<file path="src/rtl/dafir_pkg.sv">
package dafir_pkg;

    typedef enum logic [1:0] {
        ST_IDLE = 2'd0,
        ST_RUN  = 2'd1,
        ST_FIN  = 2'd2
    } dafir_state_e;

    // Sum of the coefficients selected by a two-bit table address.
    function automatic int pair_sum(input int addr, input int c_lo, input int c_hi);
        int s;
        s = 0;
        if ((addr % 2) != 0) s = s + c_lo;
        if ((addr / 2) != 0) s = s + c_hi;
        return s;
    endfunction

endpackage

</file>
<file path="src/rtl/dafir_tap_line.sv">
module dafir_tap_line #(
    parameter int DATA_W = 8,
    parameter int TAPS   = 4,
    localparam int SH_W  = $clog2(DATA_W)
) (
    input  logic              clk,
    input  logic              rst,
    input  logic              shift_en,
    input  logic [DATA_W-1:0] din,
    input  logic [SH_W-1:0]   bit_sel,
    output logic [TAPS-1:0]   bits_o
);

    logic [TAPS-1:0][DATA_W-1:0] tap_d, tap_q;

    always_comb begin
        tap_d = tap_q;
        if (shift_en) begin
            tap_d[0] = din;
            for (int i = 1; i < TAPS; i++) begin
                tap_d[i] = tap_q[i-1];
            end
        end
    end

    always_ff @(posedge clk) begin
        if (rst) tap_q <= '0;
        else     tap_q <= tap_d;
    end

    for (genvar g = 0; g < TAPS; g++) begin : g_bit
        assign bits_o[g] = tap_q[g][bit_sel];
    end

    AST_TAPS_FROZEN: assert property (@(posedge clk) disable iff (rst)
        !shift_en |=> $stable(tap_q)) else $error("taps moved without shift");

endmodule

</file>
<file path="src/rtl/dafir_half_lut.sv">
module dafir_half_lut #(
    parameter int COEF_W = 8,
    parameter int C_LO   = 0,
    parameter int C_HI   = 0,
    localparam int HW    = COEF_W + 1
) (
    input  logic [1:0]           addr,
    output logic signed [HW-1:0] word_o
);
    import dafir_pkg::*;

    logic signed [HW-1:0] tbl [4];

    for (genvar g = 0; g < 4; g++) begin : g_entry
        localparam int V = pair_sum(g, C_LO, C_HI);
        assign tbl[g] = HW'(V);
    end

    assign word_o = tbl[addr];

endmodule

</file>
<file path="src/rtl/dafir_shift_acc.sv">
module dafir_shift_acc #(
    parameter int P_W        = 10,
    parameter int OUT_W      = 18,
    parameter int SH_W       = 3,
    parameter bit CARRY_SAVE = 1'b0
) (
    input  logic                    clk,
    input  logic                    rst,
    input  logic                    clr,
    input  logic                    en,
    input  logic                    neg,
    input  logic [SH_W-1:0]         shamt,
    input  logic signed [P_W-1:0]   partial,
    output logic signed [OUT_W-1:0] result
);

    logic signed [OUT_W-1:0] ext;
    logic signed [OUT_W-1:0] addend;

    always_comb begin
        ext    = {{(OUT_W-P_W){partial[P_W-1]}}, partial};
        addend = (neg ? -ext : ext) <<< shamt;
    end

    if (CARRY_SAVE) begin : g_csa
        typedef struct packed {
            logic [OUT_W-1:0] sum;
            logic [OUT_W-1:0] cry;
        } csa_t;

        csa_t st_d, st_q;

        always_comb begin
            st_d = st_q;
            if (clr) begin
                st_d = '0;
            end else if (en) begin
                st_d.sum = st_q.sum ^ st_q.cry ^ addend;
                st_d.cry = ((st_q.sum & st_q.cry) |
                            (st_q.sum & addend)   |
                            (st_q.cry & addend)) << 1;
            end
        end

        always_ff @(posedge clk) begin
            if (rst) st_q <= '0;
            else     st_q <= st_d;
        end

        assign result = st_q.sum + st_q.cry;
    end else begin : g_ripple
        logic signed [OUT_W-1:0] acc_d, acc_q;

        always_comb begin
            acc_d = acc_q;
            if (clr)     acc_d = '0;
            else if (en) acc_d = acc_q + addend;
        end

        always_ff @(posedge clk) begin
            if (rst) acc_q <= '0;
            else     acc_q <= acc_d;
        end

        assign result = acc_q;
    end

    AST_ACC_CLEARED: assert property (@(posedge clk) disable iff (rst)
        clr |=> (result == '0)) else $error("accumulator not cleared");

endmodule

</file>
<file path="src/rtl/dafir_filter.sv">
module dafir_filter #(
    parameter int DATA_W     = 8,
    parameter int COEF_W     = 8,
    parameter int C0         = 13,
    parameter int C1         = -7,
    parameter int C2         = 100,
    parameter int C3         = -128,
    parameter bit CARRY_SAVE = 1'b0,
    localparam int OUT_W     = DATA_W + COEF_W + 2
) (
    input  logic              clk,
    input  logic              rst,
    input  logic              in_valid,
    input  logic [DATA_W-1:0] in_sample,
    output logic              in_ready,
    output logic              out_valid,
    output logic [OUT_W-1:0]  out_result
);
    import dafir_pkg::*;

    localparam int TAPS = 4;
    localparam int SH_W = $clog2(DATA_W);
    localparam int HW   = COEF_W + 1;
    localparam int P_W  = COEF_W + 2;
    localparam logic [SH_W-1:0] LAST_BIT = SH_W'(DATA_W - 1);

    typedef struct packed {
        dafir_state_e     state;
        logic [SH_W-1:0]  bit_cnt;
        logic [OUT_W-1:0] result;
        logic             done;
    } ctrl_t;

    ctrl_t c_d, c_q;

    logic                    accept;
    logic [TAPS-1:0]         tap_bits;
    logic signed [HW-1:0]    word_lo, word_hi;
    logic signed [P_W-1:0]   partial;
    logic signed [OUT_W-1:0] acc_res;

    assign in_ready = (c_q.state == ST_IDLE);
    assign accept   = in_valid && in_ready;

    dafir_tap_line #(
        .DATA_W (DATA_W),
        .TAPS   (TAPS)
    ) u_taps (
        .clk      (clk),
        .rst      (rst),
        .shift_en (accept),
        .din      (in_sample),
        .bit_sel  (c_q.bit_cnt),
        .bits_o   (tap_bits)
    );

    dafir_half_lut #(
        .COEF_W (COEF_W),
        .C_LO   (C0),
        .C_HI   (C1)
    ) u_lut_lo (
        .addr   (tap_bits[1:0]),
        .word_o (word_lo)
    );

    dafir_half_lut #(
        .COEF_W (COEF_W),
        .C_LO   (C2),
        .C_HI   (C3)
    ) u_lut_hi (
        .addr   (tap_bits[3:2]),
        .word_o (word_hi)
    );

    assign partial = P_W'(word_lo) + P_W'(word_hi);

    dafir_shift_acc #(
        .P_W        (P_W),
        .OUT_W      (OUT_W),
        .SH_W       (SH_W),
        .CARRY_SAVE (CARRY_SAVE)
    ) u_acc (
        .clk     (clk),
        .rst     (rst),
        .clr     (accept),
        .en      (c_q.state == ST_RUN),
        .neg     (c_q.bit_cnt == LAST_BIT),
        .shamt   (c_q.bit_cnt),
        .partial (partial),
        .result  (acc_res)
    );

    always_comb begin
        c_d      = c_q;
        c_d.done = 1'b0;
        case (c_q.state)
            ST_IDLE: begin
                if (accept) begin
                    c_d.state   = ST_RUN;
                    c_d.bit_cnt = '0;
                end
            end
            ST_RUN: begin
                if (c_q.bit_cnt == LAST_BIT) begin
                    c_d.state = ST_FIN;
                end else begin
                    c_d.bit_cnt = c_q.bit_cnt + 1'b1;
                end
            end
            ST_FIN: begin
                c_d.result  = acc_res;
                c_d.done    = 1'b1;
                c_d.state   = ST_IDLE;
                c_d.bit_cnt = '0;
            end
            default: c_d.state = ST_IDLE;
        endcase
    end

    always_ff @(posedge clk) begin
        if (rst) begin
            c_q.state   <= ST_IDLE;
            c_q.bit_cnt <= '0;
            c_q.result  <= '0;
            c_q.done    <= 1'b0;
        end else begin
            c_q <= c_d;
        end
    end

    assign out_valid  = c_q.done;
    assign out_result = c_q.result;

    AST_DONE_SINGLE: assert property (@(posedge clk) disable iff (rst)
        out_valid |=> !out_valid) else $error("done longer than a cycle");
    AST_RESULT_HOLDS: assert property (@(posedge clk) disable iff (rst)
        !out_valid |-> $stable(out_result)) else $error("result moved");
    AST_BUSY_AFTER_ACCEPT: assert property (@(posedge clk) disable iff (rst)
        accept |=> !in_ready) else $error("ready after accept");
    AST_BIT_RANGE: assert property (@(posedge clk) disable iff (rst)
        c_q.bit_cnt <= LAST_BIT) else $error("bit counter out of range");

endmodule

</file>
<file path="config.mk">
export PLATFORM = sky130hd
export DESIGN_NAME = dafir_filter
export DESIGN_NICKNAME = d
export VERILOG_FILES = /design/src/rtl/dafir_pkg.sv /design/src/rtl/dafir_tap_line.sv /design/src/rtl/dafir_half_lut.sv /design/src/rtl/dafir_shift_acc.sv /design/src/rtl/dafir_filter.sv
export SDC_FILE = /design/constraint.sdc
export NUM_CORES = 1
export LEC_CHECK = 0
export BUFFER_PORTS_ARGS = -buffer_cell sky130_fd_sc_hd__clkbuf_2
export CAP_MARGIN = 20
export CORE_ASPECT_RATIO = 1.1
export CORE_MARGIN = 4
export CORE_UTILIZATION = 25
export CTS_BUF_LIST = sky130_fd_sc_hd__clkbuf_4 sky130_fd_sc_hd__clkbuf_8
export CTS_CLUSTER_DIAMETER = 120
export CTS_CLUSTER_SIZE = 10
export DETAILED_ROUTE_END_ITERATION = 7
export SYNTH_ARGS = -nofsm -noshare
export SYNTH_HDL_FRONTEND = slang
export SYNTH_HIERARCHICAL = 1
export SYNTH_SLANG_ARGS = --single-unit
export TNS_END_PERCENT = 20
</file>
<file path="constraint.sdc">
create_clock -name clk -period 15.93 [get_ports clk]
set_input_delay 1.593 -clock clk [delete_from_list [all_inputs] [get_ports clk]]
set_output_delay 1.593 -clock clk [all_outputs]
set_load 0.05 [all_outputs]
</file>
==> results.toml <==
[clock_network]
cts_resized = 0
clkLatencyLatePin_ps = 350
cts_made_buffers = 9
cts.sinks = 74
cts_tree = "built"
cts_hold_buf = 0
clock-root-buffer = "clkbuf_8"
postCtsSetupBuffers = 0
clk_pin_slew_ps = 70
ctsHtreeMaxLevel = 3
clockBufferDepth = 2

[global_routing]
grt_overflow = 0
grt_pass1_wl_um = 16910
grt_pass1_vias = 3552
antenna_found_initial = 0
grt_max_degree = 60
track_usage = 0.08997

[floorplanning]
row_count = 54
fp.dieW_um = 143.1
io_pins = 31
die_area_um2 = 22400
coreArea_um2 = 19800
initial_core_util = 0.2534
die_h_um = 156.6

[synthesis]
synthTopCellsByArea = "dfxtp_1, mux2i_1, ha_1"
synthArstFlopShare = 0
yosysTopAreaCellShare = 0.2953
avgSynthCellArea_um2 = 8.621
synth.distinct_cells = 62
yosysTopAreaCell = "dfxtp_1"
synth-seq-area-share = 0.2953
synth.most_common_cell = "nor2_1"
synth_seq_cells = 74
synth_cells = 582
yosys-top-cells-count = "nor2_1, dfxtp_1, mux2i_1"
synth_top_flop_cell = "dfxtp_1"
ys_warn_count = 6
synth_edf_count = 0
syn-cell-area_um2 = 5017

[routing]
wl_per_cell_um = 11.88
ant_nets = 0
routed_wl_um = 9859
first_pass_iters = 4
drtIter0Drc = 228
vias = 3819
drc = 0
vias_per_cell = 4.601

[worst_setup_path]
critPathLaunchType = "flop"
cp_max_fo = 21
ff2ff_path_depth = 25
rr_startpoint = "c_q[19]"
crit_end = "u_acc/result[16]"
crit_type = "flop to flop"
cp-end-kind = "flop"
r2r_slack_ps = 9260
critPathLaunch = "c_q[19]"
r2r_end = "u_acc/result[16]"
crit_required_ps = 16170
cp.arrival_ps = 6910

[worst_hold_path]
min_delay_path_depth = 2
hp-class = "flop to flop"

[layout]
drive_gt1_frac = 0.1211
regArea_um2 = 1481
area_delta_synth_final_pct = 7.232
n_fill_cell = 2137
num_antenna_cells = 0
nets = 617
final_cells = 830
multiInputGateArea_um2 = 3102

[placed_design]
gp_congestion = 0.8439
placed_cells = 814
dp_hpwl_um = 7327
port_buffers = 30

[sta]
final.setup.tns_ps = 0
worstMarginPinSlew_ps = 787.1
fin_crit_sh = 0.4185
setup_viol = 0
drv_slew = 0
rsz0062_at_grt = "false"
hold_viol_final = 0
fin_crit_ps = 6667
max_freq_mhz = 150.0
fin_skew_ps = 8.120
maxSlewHeadroom = 0.4745

[run_status]
status = "completed"

[pwr]
p_per_area_nw_per_um2 = 77.91
p_leak_nw = 2.240
ir_worst_vdd_uv = 53.80

[run]
drv_cap = 0
[flip-flops by register name (all words and copies together), names as in the netlist]
signal	flops
out_valid	1
u_taps/tap_q	32
c_q	5
u_acc/result	18
out_result	18
[cell usage in the layout (no fill, tap or decap), types with 11 or more instances in the layout]
master,Yosys,final
clkbuf_2,0,30
o21ai_0,14,14
dfxtp_1,74,74
nand2_1,54,54
clkbuf_8,0,11
a21oi_1,52,52
ha_1,31,31
nor2_1,76,76
inv_1,22,22
xnor2_1,17,17
mux2i_1,56,56
[power by group]
part | leakage [nW] | switching (mW) | internal, mW
Sequential | 0.599 | 0.00498 | 0.189
Clock | 0.105 | 0.0690 | 0.0800
Combinational | 1.54 | 0.0435 | 0.0325
Total | 2.24 | 0.117 | 0.302
[worst min-delay path by stage]
stage | slack (ps) | startpoint | endpoint
2_1_floorplan | 430 | out_result[13] | out_result[13]
3_3_place_gp | 440 | out_result[11] | out_result[11]
5_1_grt | 480 | out_result[10] | out_result[10]
4_1_cts | 460 | out_result[3] | out_result[3]
6_report | 450 | out_result[3] | out_result[3]
3_5_place_dp | 450 | out_result[3] | out_result[3]
[cells by family (layout without fill, tap and decap cells)]
family,after synthesis,after routing,share of synthesized area
AO/OA/AOI/OAI,121,121,0.1581
XOR/XNOR,25,25,0.04364
adder cells (fa/ha/maj),33,33,0.08529
buffers and inverters,81,74,0.08953
flip-flops,74,74,0.2953
multiplexers,70,70,0.1671
other,1,4,0.0007474
AND/OR/NAND/NOR,177,177,0.1603
[per-layer routing]
metal / vias to the layer above / wire, um / part of all wire / global-route usage
met2: 52 / 4297 / 0.44 / 0.1370
li1: 1996 / - / - / -
met4: 0 / 96 / 0.0097 / 0.02218
met5: - / 0 / 0 / 0
met1: 1761 / 5063 / 0.51 / 0.1278
met3: 10 / 402 / 0.041 / 0.02200
[metrics by stage]
stage	util	instance area, um2	hold WS, ps	setup WS [ps]	power (mW)
2_1_floorplan	-	5029	430.7	9903	0.2611
3_3_place_gp	0.2615	5176	445.0	9370	0.2737
3_5_place_dp	0.2615	5176	446.3	9263	0.2744
4_1_cts	0.2718	5380	456.7	9227	0.4261
5_1_grt	0.2718	5380	477.7	8783	0.4436
6_report	0.2718	5380	454.8	9263	0.4191
[critical path: stages, from the launching register on]
cell,delay [ps]
dfxtp_1,840
mux4_1,650
mux2_2,290
ha_1,280
inv_1,60
ha_1,330
o21a_1,140
a311o_1,390
xor2_1,170
or4_4,540
nor4_1,270
nand2b_1,160
xnor2_1,70
mux2i_1,220
nor2_1,80
a21oi_2,120
mux2i_1,80
ha_1,370
and4_1,250
o21a_1,130
o31ai_4,70
a21boi_2,110
o41a_1,350
a41oi_2,230
nor3_1,60
a211o_1,260
[cell type report]
class                      count  area share
tap                          252     0.05860
clock inverter                 5    0.009767
timing repair buffer          36     0.03628
multi-input combinational    430      0.5765
sequential                    74      0.2753
clock buffer                  11     0.02814
inverter                      22     0.01535
Note: power is estimated with default switching activity, not from simulation.
